`config.mk`:
```
export PLATFORM = sky130hd
export DESIGN_NAME = boundary_marker
export DESIGN_NICKNAME = d
export VERILOG_FILES = /design/src/rtl/bmk_pkg.sv /design/src/rtl/bmk_len_stage.sv /design/src/rtl/bmk_chain.sv /design/src/rtl/bmk_mark_store.sv /design/src/rtl/boundary_marker.sv
export SDC_FILE = /design/constraint.sdc
export NUM_CORES = 2
export LEC_CHECK = 0
export CAP_MARGIN = 20
export CORE_ASPECT_RATIO = 0.8
export CORE_MARGIN = 5
export CORE_UTILIZATION = 49
export CTS_CLUSTER_DIAMETER = 150
export CTS_CLUSTER_SIZE = 28
export DETAILED_ROUTE_END_ITERATION = 8
export DONT_BUFFER_PORTS = 1
export GPL_TIMING_DRIVEN = 0
export PLACE_DENSITY = 0.65
export SKIP_LAST_GASP = 1
export SYNTH_ARGS = -nofsm -noshare
export SYNTH_HDL_FRONTEND = slang
export SYNTH_SLANG_ARGS = --single-unit
export TNS_END_PERCENT = 10
```
`constraint.sdc`:
```
create_clock -name clk -period 8.5 [get_ports clk]
set_input_delay 0.85 -clock clk [delete_from_list [all_inputs] [get_ports clk]]
set_output_delay 0.85 -clock clk [all_outputs]
set_load 0.005 [all_outputs]
```
`src/rtl/bmk_pkg.sv`:
```
package bmk_pkg;
  localparam int WIN    = 16;
  localparam int BW     = 8 * WIN;
  localparam int MAXLEN = 15;
  localparam int LENW   = $clog2(MAXLEN + 1);
  localparam int SPAN   = 8 * MAXLEN;
  localparam int NXW    = $clog2(2 * WIN);

  function automatic logic is_pfx(input logic [7:0] b);
    case (b)
      8'h26, 8'h2E, 8'h36, 8'h3E, 8'h64, 8'h65,
      8'h66, 8'h67, 8'hF0, 8'hF2, 8'hF3: is_pfx = 1'b1;
      default:                           is_pfx = 1'b0;
    endcase
  endfunction

  // Length of the instruction that starts at byte 0 of s.
  function automatic logic [LENW-1:0] ilen(input logic [SPAN-1:0] s);
    int p;
    int imm;
    logic [7:0] op;
    logic [7:0] m;
    logic has_m;
    p = 0;
    imm = 0;
    has_m = 1'b0;
    for (int k = 0; k < 3; k++)
      if (p == k && is_pfx(s[8*k +: 8])) p = k + 1;
    op = s[8*p +: 8];
    if (op == 8'h0F) begin
      op = s[8*(p+1) +: 8];
      p = p + 2;
      if (op[7:4] == 4'h8) imm = 4;
      else                 has_m = 1'b1;
    end else begin
      p = p + 1;
      if (op[7:6] == 2'b00) begin
        if (!op[2])                 has_m = 1'b1;
        else if (op[2:0] == 3'd4)   imm = 1;
        else if (op[2:0] == 3'd5)   imm = 4;
      end else if (op[7:4] == 4'h7) imm = 1;
      else if (op[7:4] == 4'h8) begin
        has_m = 1'b1;
        if (op == 8'h81)              imm = 4;
        else if (op[7:2] == 6'b100000) imm = 1;
      end else if (op[7:3] == 5'b10110) imm = 1;
      else if (op[7:3] == 5'b10111)     imm = 4;
      else if (op == 8'hE8 || op == 8'hE9) imm = 4;
      else if (op == 8'hEB)             imm = 1;
    end
    if (has_m) begin
      m = s[8*p +: 8];
      p = p + 1;
      if (m[7:6] != 2'b11 && m[2:0] == 3'd4) p = p + 1;
      if (m[7:6] == 2'b01)                       p = p + 1;
      else if (m[7:6] == 2'b10)                  p = p + 4;
      else if (m[7:6] == 2'b00 && m[2:0] == 3'd5) p = p + 4;
    end
    p = p + imm;
    return LENW'(p);
  endfunction
endpackage

```
`src/rtl/bmk_len_stage.sv`:
```
module bmk_len_stage
  import bmk_pkg::*;
(
  input  logic [BW-1:0]       bytes_i,
  output logic [WIN*LENW-1:0] lens_o
);
  localparam int PADW = BW + SPAN;
  logic [PADW-1:0] padded;
  assign padded = {{SPAN{1'b0}}, bytes_i};

  for (genvar i = 0; i < WIN; i++) begin : g_len
    assign lens_o[i*LENW +: LENW] = ilen(padded[8*i +: SPAN]);
  end
endmodule

```
`src/rtl/bmk_chain.sv`:
```
module bmk_chain
  import bmk_pkg::*;
(
  input  logic [WIN*LENW-1:0] lens_i,
  input  logic [LENW-1:0]     cin_i,
  output logic [WIN-1:0]      mask_o,
  output logic [LENW-1:0]     cout_o
);
  logic [NXW-1:0] nxt;

  always_comb begin
    nxt    = NXW'(cin_i);
    mask_o = '0;
    for (int i = 0; i < WIN; i++) begin
      if (nxt == NXW'(i)) begin
        mask_o[i] = 1'b1;
        nxt       = NXW'(i) + NXW'(lens_i[i*LENW +: LENW]);
      end
    end
    cout_o = LENW'(nxt - NXW'(WIN));
  end
endmodule

```
`src/rtl/bmk_mark_store.sv`:
```
module bmk_mark_store
  import bmk_pkg::*;
#(
  parameter int LINES = 16,
  localparam int LW   = $clog2(LINES)
) (
  input  logic            clk,
  input  logic            rst_n,
  input  logic [LW-1:0]   rd_line,
  output logic            rd_valid,
  output logic [WIN-1:0]  rd_mask,
  output logic [LENW-1:0] rd_carry,
  input  logic            wr_en,
  input  logic [LW-1:0]   wr_line,
  input  logic [WIN-1:0]  wr_mask,
  input  logic [LENW-1:0] wr_carry,
  input  logic            inv_en,
  input  logic [LW-1:0]   inv_line,
  output logic [LINES-1:0] vld_o
);
  logic [LINES-1:0] vld_q, vld_d;
  logic [WIN-1:0]   mask_q  [LINES];
  logic [LENW-1:0]  carry_q [LINES];

  always_comb begin
    vld_d = vld_q;
    if (wr_en)  vld_d[wr_line]  = 1'b1;
    if (inv_en) vld_d[inv_line] = 1'b0;
  end

  always_ff @(posedge clk or negedge rst_n) begin
    if (!rst_n) vld_q <= '0;
    else        vld_q <= vld_d;
  end

  always_ff @(posedge clk) begin
    if (wr_en) begin
      mask_q[wr_line]  <= wr_mask;
      carry_q[wr_line] <= wr_carry;
    end
  end

  assign rd_valid = vld_q[rd_line];
  assign rd_mask  = mask_q[rd_line];
  assign rd_carry = carry_q[rd_line];
  assign vld_o    = vld_q;
endmodule

```
`src/rtl/boundary_marker.sv`:
```
module boundary_marker
  import bmk_pkg::*;
#(
  parameter int LINES = 16,
  localparam int LW   = $clog2(LINES)
) (
  input  logic           clk,
  input  logic           rst_n,
  input  logic           in_valid,
  output logic           in_ready,
  input  logic [LW-1:0]  in_line,
  input  logic [BW-1:0]  in_bytes,
  input  logic           inv_en,
  input  logic [LW-1:0]  inv_line,
  output logic           out_valid,
  input  logic           out_ready,
  output logic [LW-1:0]  out_line,
  output logic [BW-1:0]  out_bytes,
  output logic [WIN-1:0] out_mask
);
  // reset: asserted asynchronously, released on the clock
  logic [1:0] rsync_q;
  logic       rst_sn;
  always_ff @(posedge clk or negedge rst_n) begin
    if (!rst_n) rsync_q <= 2'b00;
    else        rsync_q <= {rsync_q[0], 1'b1};
  end
  assign rst_sn = rsync_q[1];

  logic            hit, out_free, busy, in_fire, hit_fire, miss_fire;
  logic            wr_en, out_ld;
  logic [WIN-1:0]  rd_mask, ch_mask;
  logic [LENW-1:0] rd_carry, ch_cout;
  logic [LINES-1:0] vld;

  logic            s1_v, s2_v, s3_v, ov_q;
  logic            s1_v_d, s2_v_d, s3_v_d, ov_d;
  logic [BW-1:0]   s1_bytes, s2_bytes, s3_bytes, ob_q, ob_d;
  logic [LW-1:0]   s1_line, s2_line, s3_line, ol_q, ol_d;
  logic [WIN*LENW-1:0] s1_lens, s2_lens;
  logic [WIN-1:0]  s3_mask, om_q, om_d;
  logic [LENW-1:0] s3_cout, carry_q, carry_d;
  logic            carry_en;

  bmk_mark_store #(.LINES(LINES)) u_store (
    .clk(clk), .rst_n(rst_sn),
    .rd_line(in_line), .rd_valid(hit), .rd_mask(rd_mask), .rd_carry(rd_carry),
    .wr_en(wr_en), .wr_line(s3_line), .wr_mask(s3_mask), .wr_carry(s3_cout),
    .inv_en(inv_en), .inv_line(inv_line), .vld_o(vld)
  );

  bmk_len_stage u_len (.bytes_i(s1_bytes), .lens_o(s1_lens));

  bmk_chain u_chain (
    .lens_i(s2_lens), .cin_i(carry_q), .mask_o(ch_mask), .cout_o(ch_cout)
  );

  // next-state logic
  always_comb begin
    busy      = s1_v | s2_v | s3_v;
    out_free  = !ov_q | out_ready;
    in_ready  = !busy & out_free;
    in_fire   = in_valid & in_ready;
    hit_fire  = in_fire & hit;
    miss_fire = in_fire & !hit;
    s1_v_d    = miss_fire;
    s2_v_d    = s1_v;
    s3_v_d    = s2_v | (s3_v & !out_free);
    wr_en     = s3_v & out_free;
    out_ld    = out_free & (s3_v | hit_fire);
    ov_d      = out_free ? (s3_v | hit_fire) : 1'b1;
    if (s3_v) begin
      ob_d = s3_bytes; ol_d = s3_line; om_d = s3_mask;
    end else begin
      ob_d = in_bytes; ol_d = in_line; om_d = rd_mask;
    end
    carry_en = hit_fire | s2_v;
    carry_d  = hit_fire ? rd_carry : ch_cout;
  end

  // control registers
  always_ff @(posedge clk or negedge rst_sn) begin
    if (!rst_sn) begin
      s1_v <= 1'b0; s2_v <= 1'b0; s3_v <= 1'b0; ov_q <= 1'b0;
      carry_q <= '0;
    end else begin
      s1_v <= s1_v_d; s2_v <= s2_v_d; s3_v <= s3_v_d; ov_q <= ov_d;
      if (carry_en) carry_q <= carry_d;
    end
  end

  // data registers, enabled by stage loads
  always_ff @(posedge clk) begin
    if (miss_fire) begin
      s1_bytes <= in_bytes; s1_line <= in_line;
    end
    if (s1_v) begin
      s2_bytes <= s1_bytes; s2_line <= s1_line; s2_lens <= s1_lens;
    end
    if (s2_v) begin
      s3_bytes <= s2_bytes; s3_line <= s2_line;
      s3_mask  <= ch_mask;  s3_cout <= ch_cout;
    end
    if (out_ld) begin
      ob_q <= ob_d; ol_q <= ol_d; om_q <= om_d;
    end
  end

  assign out_valid = ov_q;
  assign out_bytes = ob_q;
  assign out_line  = ol_q;
  assign out_mask  = om_q;
endmodule

```
==> metrics.md <==
| Metric | Value |
|---|---|
| Setup violations, final | 0 |
| Beginning of the worst register-to-register path | s1_bytes[30] |
| Standard-cell rows | 106 |
| GRT Resource Usage Total | 23.7% |
| Total length of routed wires | 137000 um |
| Root Buffer Master | sky130_fd_sc_hd__clkbuf_16 |
| Post-synthesis area per instance | 12.6 um^2 |
| Buffer levels on the longest clock path | 3 |
| Clock net sink count | 974 |
| Die Area | 0.112 mm^2 |
| Initial DRT Pass Iterations | 8 |
| Synth cell types | 108 |
| Delay of the slowest cell on the worst path | 0.78 ns |
| Worst IR drop on VDD | 0.303 mV |
| Sum of net half-perimeters after detailed placement | 97300 um |
| Number of filler cells placed in the layout | 8897 |
| Number of global-route vias before repair | 33600 |
| Sequential fraction of the synthesis area | 56.2% |
| Final-report hold violation count | 0 |
| Transition time of the tightest slew-check pin | 1.08 ns |
| Fin Hold WS | 0.114 ns |
| Number of placed instances, taps included | 5555 |
| Count of routing violations after the opening detailed-route iteration | 4245 |
| Number of clock buffers inserted by TritonCTS | 40 |
| Critical Path Sink | s2_lens[7] |
| Unrepaired setup endpoints after global routing | true |
| First-pass GRT wire length | 209000 um |
| Area growth from synthesis to layout | 7.06% |
| CTS tree | done |
| Destination of the worst register-to-register timing path | s2_lens[7] |
| Post-route insts no fill | 5622 |
| Portion of total power attributed to sequential cells | 44.3% |
| Critical path buffer and inverter count | 7 |
| Pleak | 18.7 nW |
| Global-route congestion overflow total | 0 |
| Most common library cell in the layout ignoring fill and taps | sky130_fd_sc_hd__edfxtp_1 |
| Fraction of final layout cells with drive strength greater than 1 | 12.1% |
| FMAX | 124 MHz |
| Height of the chip | 301 um |
| Core Area | 0.105 mm^2 |
| Cell accounting for the most synthesized area | sky130_fd_sc_hd__edfxtp_1 |
| Post-detailed-placement cell area | 0.0542 mm^2 |
| Clock edge transition at the registers on the reported setup and hold paths | 0.11 ns |
| Register Area | 0.0291 mm^2 |
| Number of flops mapped to enable cells by yosys | 948 |
| Worst min-delay path category | reg2async |
| Share of total power in the clock network | 12.9% |
| Worst-skew pair later-pin latency | 0.67 ns |
| Port Buffer Count | 0 |
| Deepest level of the CTS H-tree | 2 |
| Max-slew violation total from the final report | 0 |
| Cell occurring most often along the worst timing path | sky130_fd_sc_hd__mux2i_1 |
| Critical-path maximum fanout | 10 |
| Remaining antenna violation count | 0 |
| Final RePlAce weighted congestion | 0.950 |
| Largest net degree at the start of global routing | 57 |
| Setup crit end kind | flop |
| Synth warn | 0 |
| Aggregate negative setup slack | 0 ns |
| Area taken by multi-input logic gates | 0.0216 mm^2 |
| Overall via count from detail_route | 35400 |
| Proportion of netlist area held by the largest area contributor | 54.9% |
| Worst path top cell family by delay | multiplexers |
| Synth Cell Area | 0.0518 mm^2 |
| PwrDens | 327 mW/mm^2 |
| Status | finished, final reports clean |
| Routed via count divided by cell count | 6.30 |
| Largest cells by area after synthesis | sky130_fd_sc_hd__edfxtp_1 (55%), sky130_fd_sc_hd__mux4_2 (6.6%), sky130_fd_sc_hd__mux2_2 (3.6%) |
| Nets in the synthesized netlist | 4384 |
| Period utilization | 95.1% |
| Clock tree skew after final layout | 0.0405 ns |
| CP startpoint kind | flop |
| Antenna violations before repair | 1 |
| Critical Path RT | 8.91 ns |
| Commonest non-fill, non-tap cells in the layout | sky130_fd_sc_hd__edfxtp_1 (948), sky130_fd_sc_hd__nand2_1 (380), sky130_fd_sc_hd__o21ai_0 (240), sky130_fd_sc_hd__nor2_1 (229), sky130_fd_sc_hd__a21oi_1 (203) |
| Final standard cell utilization of the core | 53.0% |
| Worst setup startpoint | s1_bytes[30] |
| Number of nets in the layout | 4461 |
| CP Data Arrival Time | 8.50 ns |
| Flip-flop and latch count after synthesis | 974 |
| P_int | 10.8 mW |
| Slowest CP cell | sky130_fd_sc_hd__mux2i_1 |
| Final critical path time including I/O delays and setup | 8.09 ns |
| Number of cells traversed by the worst register-to-register path | 30 |
| Register-to-Register Setup Slack | 0.41 ns |
| Horizontal die dimension | 374 um |
| Sw Ratio | 40.2% |
| Worst relative slew slack | 27.0% |
| DR WL/cell | 24.3 um |
| Share of flip-flops with an asynchronous set or reset after synthesis | 2.67% |
| Depth of the critical timing path with buffers and inverters included | 30 |
| Max cap viols | 0 |
| I/O pin total | 291 |
| Comb power frac | 42.8% |
| Gate Count Post-Synth | 4121 |
| Remaining routing DRC violations | 0 |
| Initial core utilization | 49.5% |
| Most used flip-flop cell after synthesis | sky130_fd_sc_hd__edfxtp_1 |
| Critical path class | reg2reg |
| Fin area | 0.0555 mm^2 |
| NetSw | 7.29 mW |
[metrics by stage]
stage          total power, mW  setup slack, ns
6_report                  18.1            0.414
5_1_grt                   19.3           -0.114
4_1_cts                   18.1           -0.211
3_5_place_dp              15.8           -0.260
3_3_place_gp              15.7            -4.28
2_1_floorplan             13.4            0.651
[power groups by stage]
stage | clock (mW) | sequential (mW) | combinational, mW
global placement | 0 | 8.62 | 7.10
CTS | 2.41 | 8.04 | 7.66
floorplan | 0 | 7.97 | 5.47
finish | 2.34 | 8.02 | 7.76
detailed placement | 0 | 8.13 | 7.62
global route | 2.61 | 8.15 | 8.49
[what timing repair did]
item,CTS,global route
hold buffers,1,0
buffers inserted,0,2
gates resized for setup,1,25
endpoints found under the setup margin,5,20
endpoints found under the hold margin,2,0
[registers in the layout (all words and copies together) (netlist names)]
name             flops
u_store.mask_q     256
out_bytes          128
s1_bytes           128
s2_bytes           128
s3_bytes           128
s2_lens             64
u_store.carry_q     64
out_mask            16
s3_mask             16
u_store.vld_o       16
carry_q              4
out_line             4
s1_line              4
s2_line              4
s3_cout              4
s3_line              4
rsync_q              2
out_valid            1
s1_v                 1
s2_v                 1
s3_v                 1
[final cells by class]
class / instances / share of cell area (%)
Antenna cell: 1 / 0.00451
Clock buffer: 57 / 1.92
Tap cell: 1404 / 3.17
Timing Repair Buffer: 36 / 1.03
Buffer: 208 / 1.46
Clock inverter: 4 / 0.142
Multi-Input combinational cell: 2807 / 38.9
Inverter: 131 / 0.886
Sequential cell: 974 / 52.5
[cells by family after synthesis]
logic type	Yosys count	share of synthesized area, %
buffers and inverters	340	2.50
multiplexers	454	12.8
AO/OA/AOI/OAI	953	12.2
AND/OR/NAND/NOR	1127	10.8
XOR/XNOR	149	2.52
adder cells (fa/ha/maj)	122	2.94
other	2	0.0145
flip-flops	974	56.2
[how the worst min path moves through the flow]
stage | from | slack, ns | to | cells after the start
floorplan | rsync_q[1] | 0.31 | carry_q[0] | 0
global placement | rsync_q[0] | 0.33 | rsync_q[1] | 0
detailed placement | rsync_q[0] | 0.34 | rsync_q[1] | 0
CTS | in_bytes[56] | 0.23 | s1_bytes[56] | 0
global route | rsync_q[1] | 0.12 | s3_v | 0
finish | rsync_q[1] | 0.11 | s3_v | 0
[synthesized netlist by cell type (23+ instances only)]
library cell and number:
sky130_fd_sc_hd__xor2_1 74, sky130_fd_sc_hd__o31ai_1 23, sky130_fd_sc_hd__a21boi_0 23, sky130_fd_sc_hd__o211ai_1 39, sky130_fd_sc_hd__nand3_1 64, sky130_fd_sc_hd__xnor2_1 75
sky130_fd_sc_hd__and2_1 38, sky130_fd_sc_hd__edfxtp_1 948, sky130_fd_sc_hd__o22ai_1 26, sky130_fd_sc_hd__mux4_2 151, sky130_fd_sc_hd__buf_1 26, sky130_fd_sc_hd__a211oi_1 49
sky130_fd_sc_hd__inv_1 124, sky130_fd_sc_hd__mux2_2 166, sky130_fd_sc_hd__nor2b_1 68, sky130_fd_sc_hd__o21a_1 23, sky130_fd_sc_hd__ha_1 122, sky130_fd_sc_hd__or2_2 23
sky130_fd_sc_hd__mux2i_1 136, sky130_fd_sc_hd__a31oi_1 75, sky130_fd_sc_hd__nand2b_1 68, sky130_fd_sc_hd__a21o_1 27, sky130_fd_sc_hd__nor3_1 68, sky130_fd_sc_hd__nor2_1 242
sky130_fd_sc_hd__a21oi_1 204, sky130_fd_sc_hd__nor4_1 26, sky130_fd_sc_hd__dfrtp_1 26, sky130_fd_sc_hd__clkbuf_1 177, sky130_fd_sc_hd__o21ai_0 242, sky130_fd_sc_hd__nand2_1 380
[metal layers]
| layer | part of all wire [%] | vias to the layer above | global-route usage [%] | routed length [um] |
|---|---|---|---|---|
| li1 | - | 16100 | - | - |
| met1 | 44 | 17500 | 35.1 | 60000 |
| met2 | 45 | 1682 | 37.2 | 62000 |
| met3 | 9.0 | 135 | 4.61 | 12300 |
| met4 | 1.7 | 0 | 4.22 | 2310 |
| met5 | 0 | - | 0 | 0 |
No activity file was read; power rests on OpenSTA's default activity.
